<file path="config.mk">
export PLATFORM = sky130hd
export DESIGN_NAME = irq_byte_agg
export DESIGN_NICKNAME = d
export VERILOG_FILES = /design/src/rtl/irq_agg_pkg.sv /design/src/rtl/irq_rise_sync.sv /design/src/rtl/irq_status_core.sv /design/src/rtl/irq_byte_agg.sv
export SDC_FILE = /design/constraint.sdc
export NUM_CORES = 1
export LEC_CHECK = 0
export ABC_CLOCK_PERIOD_IN_PS = 1130
export BUFFER_PORTS_ARGS = -buffer_cell sky130_fd_sc_hd__buf_2
export CAP_MARGIN = 20
export CORE_MARGIN = 2
export CORE_UTILIZATION = 45
export DETAILED_ROUTE_END_ITERATION = 16
export MAX_ROUTING_LAYER = met4
export PLACE_DENSITY_LB_ADDON = 0.12
export SYNTH_ARGS = -nofsm -noshare
export SYNTH_HDL_FRONTEND = slang
export SYNTH_SLANG_ARGS = --single-unit
</file>
<file path="constraint.sdc">
create_clock -name clk_i -period 1.13 [get_ports clk_i]
set_input_delay 0.113 -clock clk_i [delete_from_list [all_inputs] [get_ports clk_i]]
set_output_delay 0.113 -clock clk_i [all_outputs]
set_load 0.01 [all_outputs]
</file>
<file path="src/rtl/irq_agg_pkg.sv">
package irq_agg_pkg;

    localparam int STAT_W = 16;
    localparam int BYTE_W = 8;

    typedef enum logic [2:0] {
        RA_MASK_LO = 3'd0,
        RA_MASK_HI = 3'd1,
        RA_STAT_LO = 3'd2,
        RA_STAT_HI = 3'd3,
        RA_ACK_LO  = 3'd4,
        RA_ACK_HI  = 3'd5,
        RA_PINS    = 3'd6,
        RA_SPARE   = 3'd7
    } reg_addr_e;

    typedef struct packed {
        logic [STAT_W-1:0] status;
        logic [STAT_W-1:0] mask;
    } agg_state_t;

endpackage

</file>
<file path="src/rtl/irq_rise_sync.sv">
module irq_rise_sync #(
    parameter int STAGES = 2
) (
    input  logic clk_i,
    input  logic rst_ni,
    input  logic pin_i,
    output logic rise_o
);
    localparam int TOTAL = STAGES + 1;

    logic [TOTAL-1:0] chain_d, chain_q;

    always_comb begin
        chain_d = {chain_q[TOTAL-2:0], pin_i};
    end

    always_ff @(posedge clk_i or negedge rst_ni) begin
        if (!rst_ni) chain_q <= '0;
        else         chain_q <= chain_d;
    end

    // last synchronised stage high while the edge flop still holds low
    assign rise_o = chain_q[STAGES-1] & ~chain_q[STAGES];
endmodule

</file>
<file path="src/rtl/irq_status_core.sv">
module irq_status_core
    import irq_agg_pkg::*;
#(
    parameter logic [STAT_W-1:0] MASK_RST = 16'h0FFF
) (
    input  logic              clk_i,
    input  logic              rst_ni,
    input  logic              wr_i,
    input  logic [2:0]        addr_i,
    input  logic [BYTE_W-1:0] wdata_i,
    input  logic [STAT_W-1:0] set_i,
    output logic [STAT_W-1:0] status_o,
    output logic [STAT_W-1:0] mask_o
);
    agg_state_t st_d, st_q;
    logic [STAT_W-1:0] clr;

    always_comb begin
        st_d = st_q;
        clr  = '0;
        if (wr_i) begin
            unique case (reg_addr_e'(addr_i))
                RA_MASK_LO: st_d.mask[BYTE_W-1:0]      = wdata_i;
                RA_MASK_HI: st_d.mask[STAT_W-1:BYTE_W] = wdata_i;
                RA_ACK_LO:  clr[BYTE_W-1:0]            = wdata_i;
                RA_ACK_HI:  clr[STAT_W-1:BYTE_W]       = wdata_i;
                default: ;
            endcase
        end
        // a new event takes precedence over a clear of the same bit
        st_d.status = (st_q.status & ~clr) | set_i;
    end

    always_ff @(posedge clk_i or negedge rst_ni) begin
        if (!rst_ni) begin
            st_q.status <= '0;
            st_q.mask   <= MASK_RST;
        end else begin
            st_q <= st_d;
        end
    end

    assign status_o = st_q.status;
    assign mask_o   = st_q.mask;
endmodule

</file>
<file path="src/rtl/irq_byte_agg.sv">
module irq_byte_agg
    import irq_agg_pkg::*;
#(
    parameter int PIN_W     = 3,
    parameter int SYNC_LEN  = 2,
    parameter int TICK_BIT  = 8,
    parameter int ALARM_BIT = 9,
    parameter int ERR_BIT   = 10,
    parameter int BTN_BIT   = 11
) (
    input  logic             clk_i,
    input  logic             rst_ni,
    input  logic             reg_wr_i,
    input  logic [2:0]       reg_addr_i,
    input  logic [7:0]       reg_wdata_i,
    output logic [7:0]       reg_rdata_o,
    input  logic             btn_i,
    input  logic             tick_i,
    input  logic             alarm_i,
    input  logic             upd_err_i,
    input  logic [PIN_W-1:0] pins_i,
    output logic             irq_o
);
    localparam int PAD_W = BYTE_W - PIN_W;

    logic              btn_rise;
    logic [STAT_W-1:0] set_vec;
    logic [STAT_W-1:0] status_w, mask_w;
    logic [PIN_W-1:0]  pins_d, pins_q;

    irq_rise_sync #(.STAGES(SYNC_LEN)) u_btn (
        .clk_i  (clk_i),
        .rst_ni (rst_ni),
        .pin_i  (btn_i),
        .rise_o (btn_rise)
    );

    always_comb begin
        set_vec            = '0;
        set_vec[TICK_BIT]  = tick_i;
        set_vec[ALARM_BIT] = alarm_i;
        set_vec[ERR_BIT]   = upd_err_i;
        set_vec[BTN_BIT]   = btn_rise;
    end

    irq_status_core u_core (
        .clk_i    (clk_i),
        .rst_ni   (rst_ni),
        .wr_i     (reg_wr_i),
        .addr_i   (reg_addr_i),
        .wdata_i  (reg_wdata_i),
        .set_i    (set_vec),
        .status_o (status_w),
        .mask_o   (mask_w)
    );

    always_comb pins_d = pins_i;

    always_ff @(posedge clk_i or negedge rst_ni) begin
        if (!rst_ni) pins_q <= '0;
        else         pins_q <= pins_d;
    end

    always_comb begin
        unique case (reg_addr_e'(reg_addr_i))
            RA_MASK_LO: reg_rdata_o = mask_w[BYTE_W-1:0];
            RA_MASK_HI: reg_rdata_o = mask_w[STAT_W-1:BYTE_W];
            RA_STAT_LO: reg_rdata_o = status_w[BYTE_W-1:0];
            RA_STAT_HI: reg_rdata_o = status_w[STAT_W-1:BYTE_W];
            RA_PINS:    reg_rdata_o = {{PAD_W{1'b0}}, pins_q};
            default:    reg_rdata_o = '0;
        endcase
    end

    assign irq_o = |(status_w & ~mask_w);
endmodule

</file>
==> flow_summary.toml, run 1 <==
[critical_path]
worstPathArrival_ns = 1.51
path_cells = "nor2b_2 > a2111oi_4 > nand4_1 > buf_2"
cp_data_required_time_ns = 1.02
start_kind = "flip-flop"
critPathCaptureType = "primary output"
crit_fanout = 2
reg2reg_depth = 2
cp_slowest_cell = "dfstp_2"
critPathMaxStageDelay_ns = 0.55
worstReg2RegEnd = "u_core.mask_o[13]"
worstSetupPathType = "reg2out"
rr_startpoint = "u_core.mask_o[13]"
timing.reg2reg.setup_slack_ns = 0.24

[timing]
finalHoldViolations = 0
slew-limit-headroom = 0.7831
rsz0062_at_grt = "yes"
clock_skew_ns = 0.0002321
max_freq_ghz = 0.6145
tightest_slew_ns = 0.3247
setup_viol = 9
slew_viol_final = 0
setup_ws_ns = -0.4974
fin_crit_ns = 1.627
post-route-period-util = 1.440

[status]
violations = "negative setup slack"
status = "finished, violations left"

[synth]
synth.top_cells.by_area = "dfrtp_1, dfstp_2, mux2_2"
ys_ff_latch = 38
synth_cell_types = 27
synth_top_area_cell = "dfrtp_1"
syn_inst = 134
synth_top_area_frac = 0.3614
ys.flop_type = "dfrtp_1"
async_reset_ff_frac = 1.000
yosys.cell_count.top_type = "dfrtp_1"
netlist_area_um2 = 1800
ys_warn_count = 0
syn_area_per_cell_um2 = 13.44
syn_nets = 155
yosys-top-cells-count = "dfrtp_1, nor2b_1, mux2_2"
ys_seq_area_frac = 0.5365
synth_edf_count = 0

[global_routing]
grt_pass1_vias = 1363
grt_usage = 0.2259
antenna_found_initial = 0
grt_max_degree = 39
grt_first_pass_wirelength_mm = 6.934
grt_overflow_total = 0

[placement]
gp_congestion = 0.8056
portBuffers = 29
pre_cts_ws_ns = -0.2707
place_hpwl_mm = 3.104

[pwr]
p_clk_frac = 0.274
ir_worst_vdd_mv = 0.8182
p_leak_uw = 0.001111
switching_share = 0.2568
p_per_area_nw_per_um2 = 1313
p_sw_uw = 837.9
p_comb_frac = 0.212
sequentialPowerShare = 0.514
p_int_uw = 2425

[clock_tree]
cts_tree = "done"
cts_htree_levels = 2
cts_buffers = 5
cts.clk_slew.worst_paths_ns = 0.07
root_buffer = "clkbuf_8"
clk_latency_ns = 0.29
cts.sinks = 38
clock_path_buffers = 2

[drt]
drc_errors = 0
wl_mm = 4.187
drt-initial-drc-count = 54
routedWlPerCell_um = 16.68
vias = 1294
vias_per_cell = 5.155
drtPass1Iterations = 4
ant_nets = 0

[floorplanning]
io_pins = 30
die_h_um = 67.26
start_util = 0.4809
fp.dieW_um = 67.26
rows = 22
dieArea_um2 = 4523
coreArea_um2 = 3744

[flow_run]
maxCapViolations = 0

[min_path]
hold_depth = 2
hold_start = "upd_err_i"
whs_endpoint = "u_core.status_o[10]"
min_path_type = "in2reg"

[finish]
layout.nets = 223
area_growth_pct = 38.08
n_fill_cell = 314
final_util = 0.6641
drive_above_1_share = 0.5517
insertedDiodeCount = 0
worst max-delay path by stage:
stage                                  from     to
after CTS                  u_core.mask_o[7]  irq_o
after floorplan           u_core.mask_o[10]  irq_o
after global routing       u_core.mask_o[7]  irq_o
after global placement    u_core.mask_o[10]  irq_o
final                      u_core.mask_o[9]  irq_o
after detailed placement  u_core.mask_o[10]  irq_o
power by group through the flow:
| stage | clock network [uW] | logic, uW | registers (uW) |
|---|---|---|---|
| final | 893 | 693 | 1680 |
| after global routing | 977 | 750 | 1700 |
| after CTS | 922 | 674 | 1670 |
| after detailed placement | 0 | 611 | 1690 |
| after global placement | 0 | 593 | 1670 |
| after floorplan | 0 | 327 | 1660 |
worst max-delay path, delay by kind of cell, from the launching register on:
| kind | cells | cell delay, ns |
|---|---|---|
| DFF | 1 | 0.55 |
| AOI/OAI and AO/OA | 1 | 0.33 |
| and+or+nand+nor | 2 | 0.19 |
| buffers and inverters | 1 | 0.16 |
area by class of cell:
| cell class | instances | area (um^2) | area share |
|---|---|---|---|
| repair buffers | 66 | 489.2 | 0.1968 |
| flip-flops and latches | 38 | 965.9 | 0.3885 |
| clock buffers | 8 | 80.08 | 0.03221 |
| multi-input cells | 86 | 872.1 | 0.3508 |
| well taps | 48 | 60.06 | 0.02416 |
| inverters | 5 | 18.77 | 0.007549 |
state kept, by name, summed over array words and instances (netlist names):
name / count
u_btn.chain_q: 3
pins_q: 3
u_core.status_o: 16
u_core.mask_o: 16
logic make-up (layout without fill, tap and decap cells):
family,after synthesis,count (layout),share of synthesized area
flip-flops,38,38,0.5365
AND/OR/NAND/NOR,36,36,0.1327
multiplexers,26,26,0.1960
AO/OA/AOI/OAI,24,24,0.1077
buffers and inverters,10,79,0.02710
cells in the final DEF, fill, tap and decap left out, drive strengths merged, types with 4 or more instances in the layout:
master | netlist | final
mux4 | 5 | 5
clkbuf | 1 | 8
dfrtp | 26 | 26
mux2 | 18 | 18
a2111oi | 4 | 4
a21boi | 12 | 12
inv | 5 | 5
buf | 4 | 59
nor3 | 4 | 4
dfstp | 12 | 12
nor2b | 19 | 19
dlygate4sd3 | 0 | 7
nand2 | 5 | 5
per-stage QoR:
stage / power [uW] / cells / area [um^2] / setup TNS [ns] / hold slack, ns
2_1_floorplan: 1990 / 134 / 1822 / -0.06965 / -0.1826
3_3_place_gp: 2265 / 234 / 2230 / -4.440 / 0.09059
3_5_place_dp: 2301 / 234 / 2230 / -4.946 / 0.09362
4_1_cts: 3268 / 249 / 2431 / -3.978 / 0.001631
5_1_grt: 3430 / 251 / 2486 / -4.302 / 0.0006714
6_report: 3263 / 251 / 2486 / -3.818 / 0.01626
layer usage:
metal | GRT usage | up-vias | share of wire
met1 | 0.2723 | 652 | 0.43
met4 | 0.08929 | 0 | 0.016
met2 | 0.3626 | 18 | 0.52
li1 | - | 619 | -
met5 | - | - | 0
met3 | 0.06000 | 5 | 0.028
what timing repair did:
item,4_1_cts,5_1_grt
setup endpoints to repair,9,9
gates resized for setup,12,8
cloned,0,0
hold buffers,6,1
hold endpoints to repair,31,1
pin swaps,6,3
setup buffers,1,1
(Power assumes the default switching activity.)
==> run 2: changes to the inputs <==
Settings changed: CORE_UTILIZATION 45 to 50, PLACE_DENSITY set to 0.77, PLACE_DENSITY_LB_ADDON 0.12 to unset, REMOVE_ABC_BUFFERS set to 1.
==> flow_summary.toml, run 2 (synthesis results as in run 1) <==
[clock_tree]
cts.sinks = 38
cts_buffers = 5
cts_htree_levels = 2
root_buffer = "clkbuf_4"
cts_tree = "done"
cts.clk_slew.worst_paths_ns = 0.10
clock_path_buffers = 2
clk_latency_ns = 0.36

[critical_path]
critPathCaptureType = "primary output"
crit_family = "flip-flops"
rr_startpoint = "u_core.mask_o[15]"
crit_buf_inv = 2
worstPathArrival_ns = 1.64
setup.worst_path.start = "u_core.mask_o[1]"
crit_path_end = "irq_o"
cp_slowest_cell = "dfstp_2"
cp_data_required_time_ns = 1.02
start_kind = "flip-flop"
reg2reg_depth = 2
crit_fanout = 2
path_cells = "inv_1 > a2111oi_4 > nand4_1 > buf_2"
path_depth = 4
critPathMaxStageDelay_ns = 0.56
worstReg2RegEnd = "u_core.mask_o[15]"
worstSetupPathType = "reg2out"
timing.reg2reg.setup_slack_ns = 0.19

[timing]
rsz0062_at_grt = "yes"
setup-tns-final_ns = -4.549
setup_viol = 9
setup_ws_ns = -0.6228
slew-limit-headroom = 0.8018
clock_skew_ns = 0.01535
post-route-period-util = 1.551
fin_crit_ns = 1.753
slew_viol_final = 0
finalHoldViolations = 0
tightest_slew_ns = 0.2971
max_freq_ghz = 0.5705

[floorplanning]
start_util = 0.5312
die_h_um = 64.01
coreArea_um2 = 3390
io_pins = 30
fp.dieW_um = 64.01
rows = 21
dieArea_um2 = 4097

[pwr]
p_per_area_nw_per_um2 = 1237
total_power_uw = 3085
p_leak_uw = 0.001116
ir_worst_vdd_mv = 0.8929

[drt]
drc_errors = 0
vias = 1338
ant_nets = 0
wl_mm = 4.411
drt-initial-drc-count = 59
routedWlPerCell_um = 17.50
drtPass1Iterations = 4
vias_per_cell = 5.310

[finish]
n_fill_cell = 223
layout.nets = 226
insertedDiodeCount = 0
area_growth_pct = 38.50
final_cell_mix = "dfrtp_1, buf_2, buf_4"
stdcell_count = 252
final_common_cell = "dfrtp_1"
drive_above_1_share = 0.5340

[placement]
place_inst = 228
portBuffers = 29
pre_cts_ws_ns = -0.3583
gp_congestion = 0.8316
place_hpwl_mm = 3.141

[global_routing]
grt_pass1_vias = 1522
antenna_found_initial = 0
grt_max_degree = 39
grt_first_pass_wirelength_mm = 7.258
grt_usage = 0.2459
grt_overflow_total = 0

[status]
violations = "negative setup slack"
status = "finished, violations left"

[min_path]
min_path_type = "in2reg"

[flow_run]
maxCapViolations = 0
==> run 2: timing repair <==
item,in CTS,in global routing
pin swaps,7,4
buffers inserted,2,2
setup endpoints to repair,9,9
resized for setup,18,13
endpoints found under the hold margin,53,0
hold buffers,14,0
==> run 2: worst register-to-register path: stages (launching register included) <==
cell	delay (ns)
dfrtp_1	0.43
buf_4	0.15
mux2_2	0.25
==> run 2: cell type report <==
cell class / count / area, um^2 / share of cell area
sequential: 38 / 965.9 / 0.3874
clock buffer: 8 / 48.80 / 0.01957
inverter: 5 / 18.77 / 0.007526
multi-input combinational: 86 / 865.8 / 0.3472
tap: 46 / 57.56 / 0.02308
timing repair buffer: 69 / 536.8 / 0.2153
==> run 2: worst min-delay path by stage <==
stage / from / endpoint / slack (ns) / cells past startpoint
after CTS: reg_wdata_i[7] / u_core.status_o[15] / 0.004 / 2
after global placement: rst_ni / u_core.status_o[12] / 0.09 / 2
after global routing: reg_wdata_i[7] / u_core.status_o[15] / -0.002 / 2
final: reg_wdata_i[7] / u_core.status_o[15] / 0.01 / 2
after detailed placement: rst_ni / u_core.status_o[12] / 0.09 / 2
after floorplan: rst_ni / pins_q[0] / -0.18 / 0
==> run 2: through the flow <==
step | instance area, um^2 | util | hold slack (ns)
CTS | 2429 | 0.7165 | 0.003966
global placement | 2166 | 0.6390 | 0.08950
global route | 2494 | 0.7357 | -0.002452
floorplan | 1770 | - | -0.1826
detailed placement | 2166 | 0.6390 | 0.09253
finish | 2494 | 0.7357 | 0.01336
==> run 2: metal layers <==
metal	up-vias	share of wire	wire length (um)	global-route usage
met4	0	0.022	97	0.1114
met5	-	0	0	-
li1	624	-	-	-
met1	676	0.44	1932	0.2967
met2	29	0.51	2242	0.4036
met3	9	0.031	138	0.04401
==> run 2: power by group <==
part / total (uW) / switching, uW / internal, uW
combinational: 731 / 286 / 445
clock: 674 / 426 / 248
sequential: 1680 / 108 / 1570
total: 3090 / 821 / 2260
==> run 3: changes to the inputs <==
Settings changed: PLACE_DENSITY 0.77 to 0.76, SYNTH_HIERARCHICAL set to 1.
==> flow_summary.toml, run 3 <==
[status]
status = "finished, violations left"
violations = "negative setup slack"

[clock_tree]
cts.sinks = 38
clk_latency_ns = 0.29
root_buffer = "clkbuf_8"
cts_tree = "done"
cts.clk_slew.worst_paths_ns = 0.07
clock_path_buffers = 2
cts_buffers = 5
cts_htree_levels = 2

[finish]
layout.nets = 279
final_common_cell = "buf_4"
n_fill_cell = 276
drive_above_1_share = 0.4749
area_growth_pct = 40.94
insertedDiodeCount = 0
final_util = 0.7358
fin_area_um2 = 2714
final_cell_mix = "buf_4, dfrtp_1, buf_2, conb_1, inv_1"

[synth]
ys_ff_latch = 38
synth_edf_count = 0
netlist_area_um2 = 1926
syn_area_per_cell_um2 = 11.89
ys_seq_area_frac = 0.5016
ys.flop_type = "dfrtp_1"
synth_cell_types = 30
async_reset_ff_frac = 1.000
synth.top_cells.by_area = "dfrtp_1, dfstp_2, mux2_2"
ys_warn_count = 6
yosys-top-cells-count = "dfrtp_1, inv_1, mux2_2"
synth_top_area_frac = 0.3379
syn_inst = 162
yosys.cell_count.top_type = "dfrtp_1"
synth_top_area_cell = "dfrtp_1"

[drt]
ant_nets = 0
drc_errors = 0
wl_mm = 4.640
routedWlPerCell_um = 15.11
drtPass1Iterations = 4
vias_per_cell = 4.906
vias = 1506
drt-initial-drc-count = 68

[critical_path]
setup.worst_path.start = "u_core/mask_o[11]"
cp_data_required_time_ns = 1.02
rr_startpoint = "u_core/status_o[14]"
start_kind = "flip-flop"
cp_slowest_cell = "dfstp_2"
path_cells = "nor2b_1 > a2111oi_2 > nand4_1 > buf_2"
crit_fanout = 3
critPathCaptureType = "primary output"
critPathMaxStageDelay_ns = 0.55
worstPathArrival_ns = 1.55
worstSetupPathType = "reg2out"
timing.reg2reg.setup_slack_ns = 0.11

[global_routing]
grt_max_degree = 25
grt_pass1_vias = 1664
antenna_found_initial = 0
grt_usage = 0.2568
grt_first_pass_wirelength_mm = 8.045
grt_overflow_total = 0

[floorplanning]
fp.dieW_um = 66.06
coreArea_um2 = 3689
start_util = 0.5220
dieArea_um2 = 4363
die_h_um = 66.06
io_pins = 30
rows = 22

[timing]
clock_skew_ns = 0.0005707
fin_crit_ns = 1.665
slew_viol_final = 0
rsz0062_at_grt = "yes"
setup_viol = 9
post-route-period-util = 1.473
setup-tns-final_ns = -3.535
max_freq_ghz = 0.6007
setup_ws_ns = -0.5347
finalHoldViolations = 0

[min_path]
hold_start = "reg_wdata_i[1]"
min_path_type = "in2reg"

[pwr]
ir_worst_vdd_mv = 0.9710
p_per_area_nw_per_um2 = 1278
p_leak_uw = 0.001210

[placement]
portBuffers = 29
gp_congestion = 0.8329
place_hpwl_mm = 3.334
placed_cell_area_um2 = 2440

[flow_run]
maxCapViolations = 0
-- run 3: cell count changes in the layout (fill, tap and decap cells not counted), sizes merged, moves of 4 or more --
cell and delta:
dlygate4sd3 -9, nand2b +5, a31oi +16, buf +12, nor3 -4, nor2 +14
inv +15, nor2b -5, nand2 -4, a21boi -12, conb +24
-- run 3: layer usage --
layer  vias up  part of all wire  GRT usage  wire length (um)
li1        738                 -          -                 -
met1       725              0.48     0.3326              2236
met2        32              0.46     0.4078              2151
met3        11             0.033    0.05281               154
met4         0             0.021    0.08418                97
met5         -                 0          -                 0
-- run 3: where the power goes --
| group | internal [uW] | total, uW | switching (uW) |
|---|---|---|---|
| registers | 1580 | 1690 | 107 |
| clock network | 497 | 952 | 455 |
| logic | 484 | 826 | 342 |
| total | 2560 | 3470 | 904 |
-- run 3: area by class of cell --
cell class	instances	area (um^2)	area share
multi-input combinational	121	974.7	0.3592
sequential	38	965.9	0.3559
timing repair buffer	72	548.0	0.2019
clock buffer	8	90.09	0.03320
inverter	20	75.07	0.02766
tap	48	60.06	0.02213
-- run 3: repair_timing --
action / in CTS / in global routing
endpoints found under the hold margin: 14 / 0
pin swaps: 3 / 1
hold buffers: 5 / 0
cloned: 0 / 0
setup buffers: 3 / 3
gates resized for setup: 17 / 8
endpoints found under the setup margin: 9 / 9
-- run 3: critical path: cells and delay by family, from the launching register on --
family	cells	cell delay [ns]
compound gates	1	0.33
simple gates	2	0.21
buf+inv	1	0.17
flops	1	0.55
-- run 3: path summary, 6_finish.rpt --
kind	cells after the start	end
min in group asynchronous	2	u_core/mask_o[15]
setup reg to reg	5	u_core/status_o[14]
hold reg to reg	0	u_btn/chain_q[1]
max in group asynchronous	3	u_core/mask_o[10]
hold / removal	2	u_core/status_o[1]
setup / recovery	4	irq_o
-- run 3: logic make-up (layout without fill, tap and decap cells) --
logic type	Yosys count	in the layout	synth area share
mux	25	25	0.1813
compound gates	27	27	0.1033
other cells	1	24	0.001947
simple gates	45	45	0.1507
flops	38	38	0.5016
buf+inv	26	100	0.06107
-- run 3: per-stage QoR --
stage / std cells / setup slack (ns) / hold WS, ns / total power (uW)
final: 307 / -0.5347 / 0.03654 / 3467
after global routing: 307 / -0.5852 / 0.03560 / 3627
after CTS: 304 / -0.5451 / 0.02796 / 3446
after detailed placement: 288 / -0.3165 / 0.04209 / 2383
after global placement: 288 / -0.3516 / 0.04063 / 2354
after floorplan: 179 / -0.09283 / -0.1826 / 2046
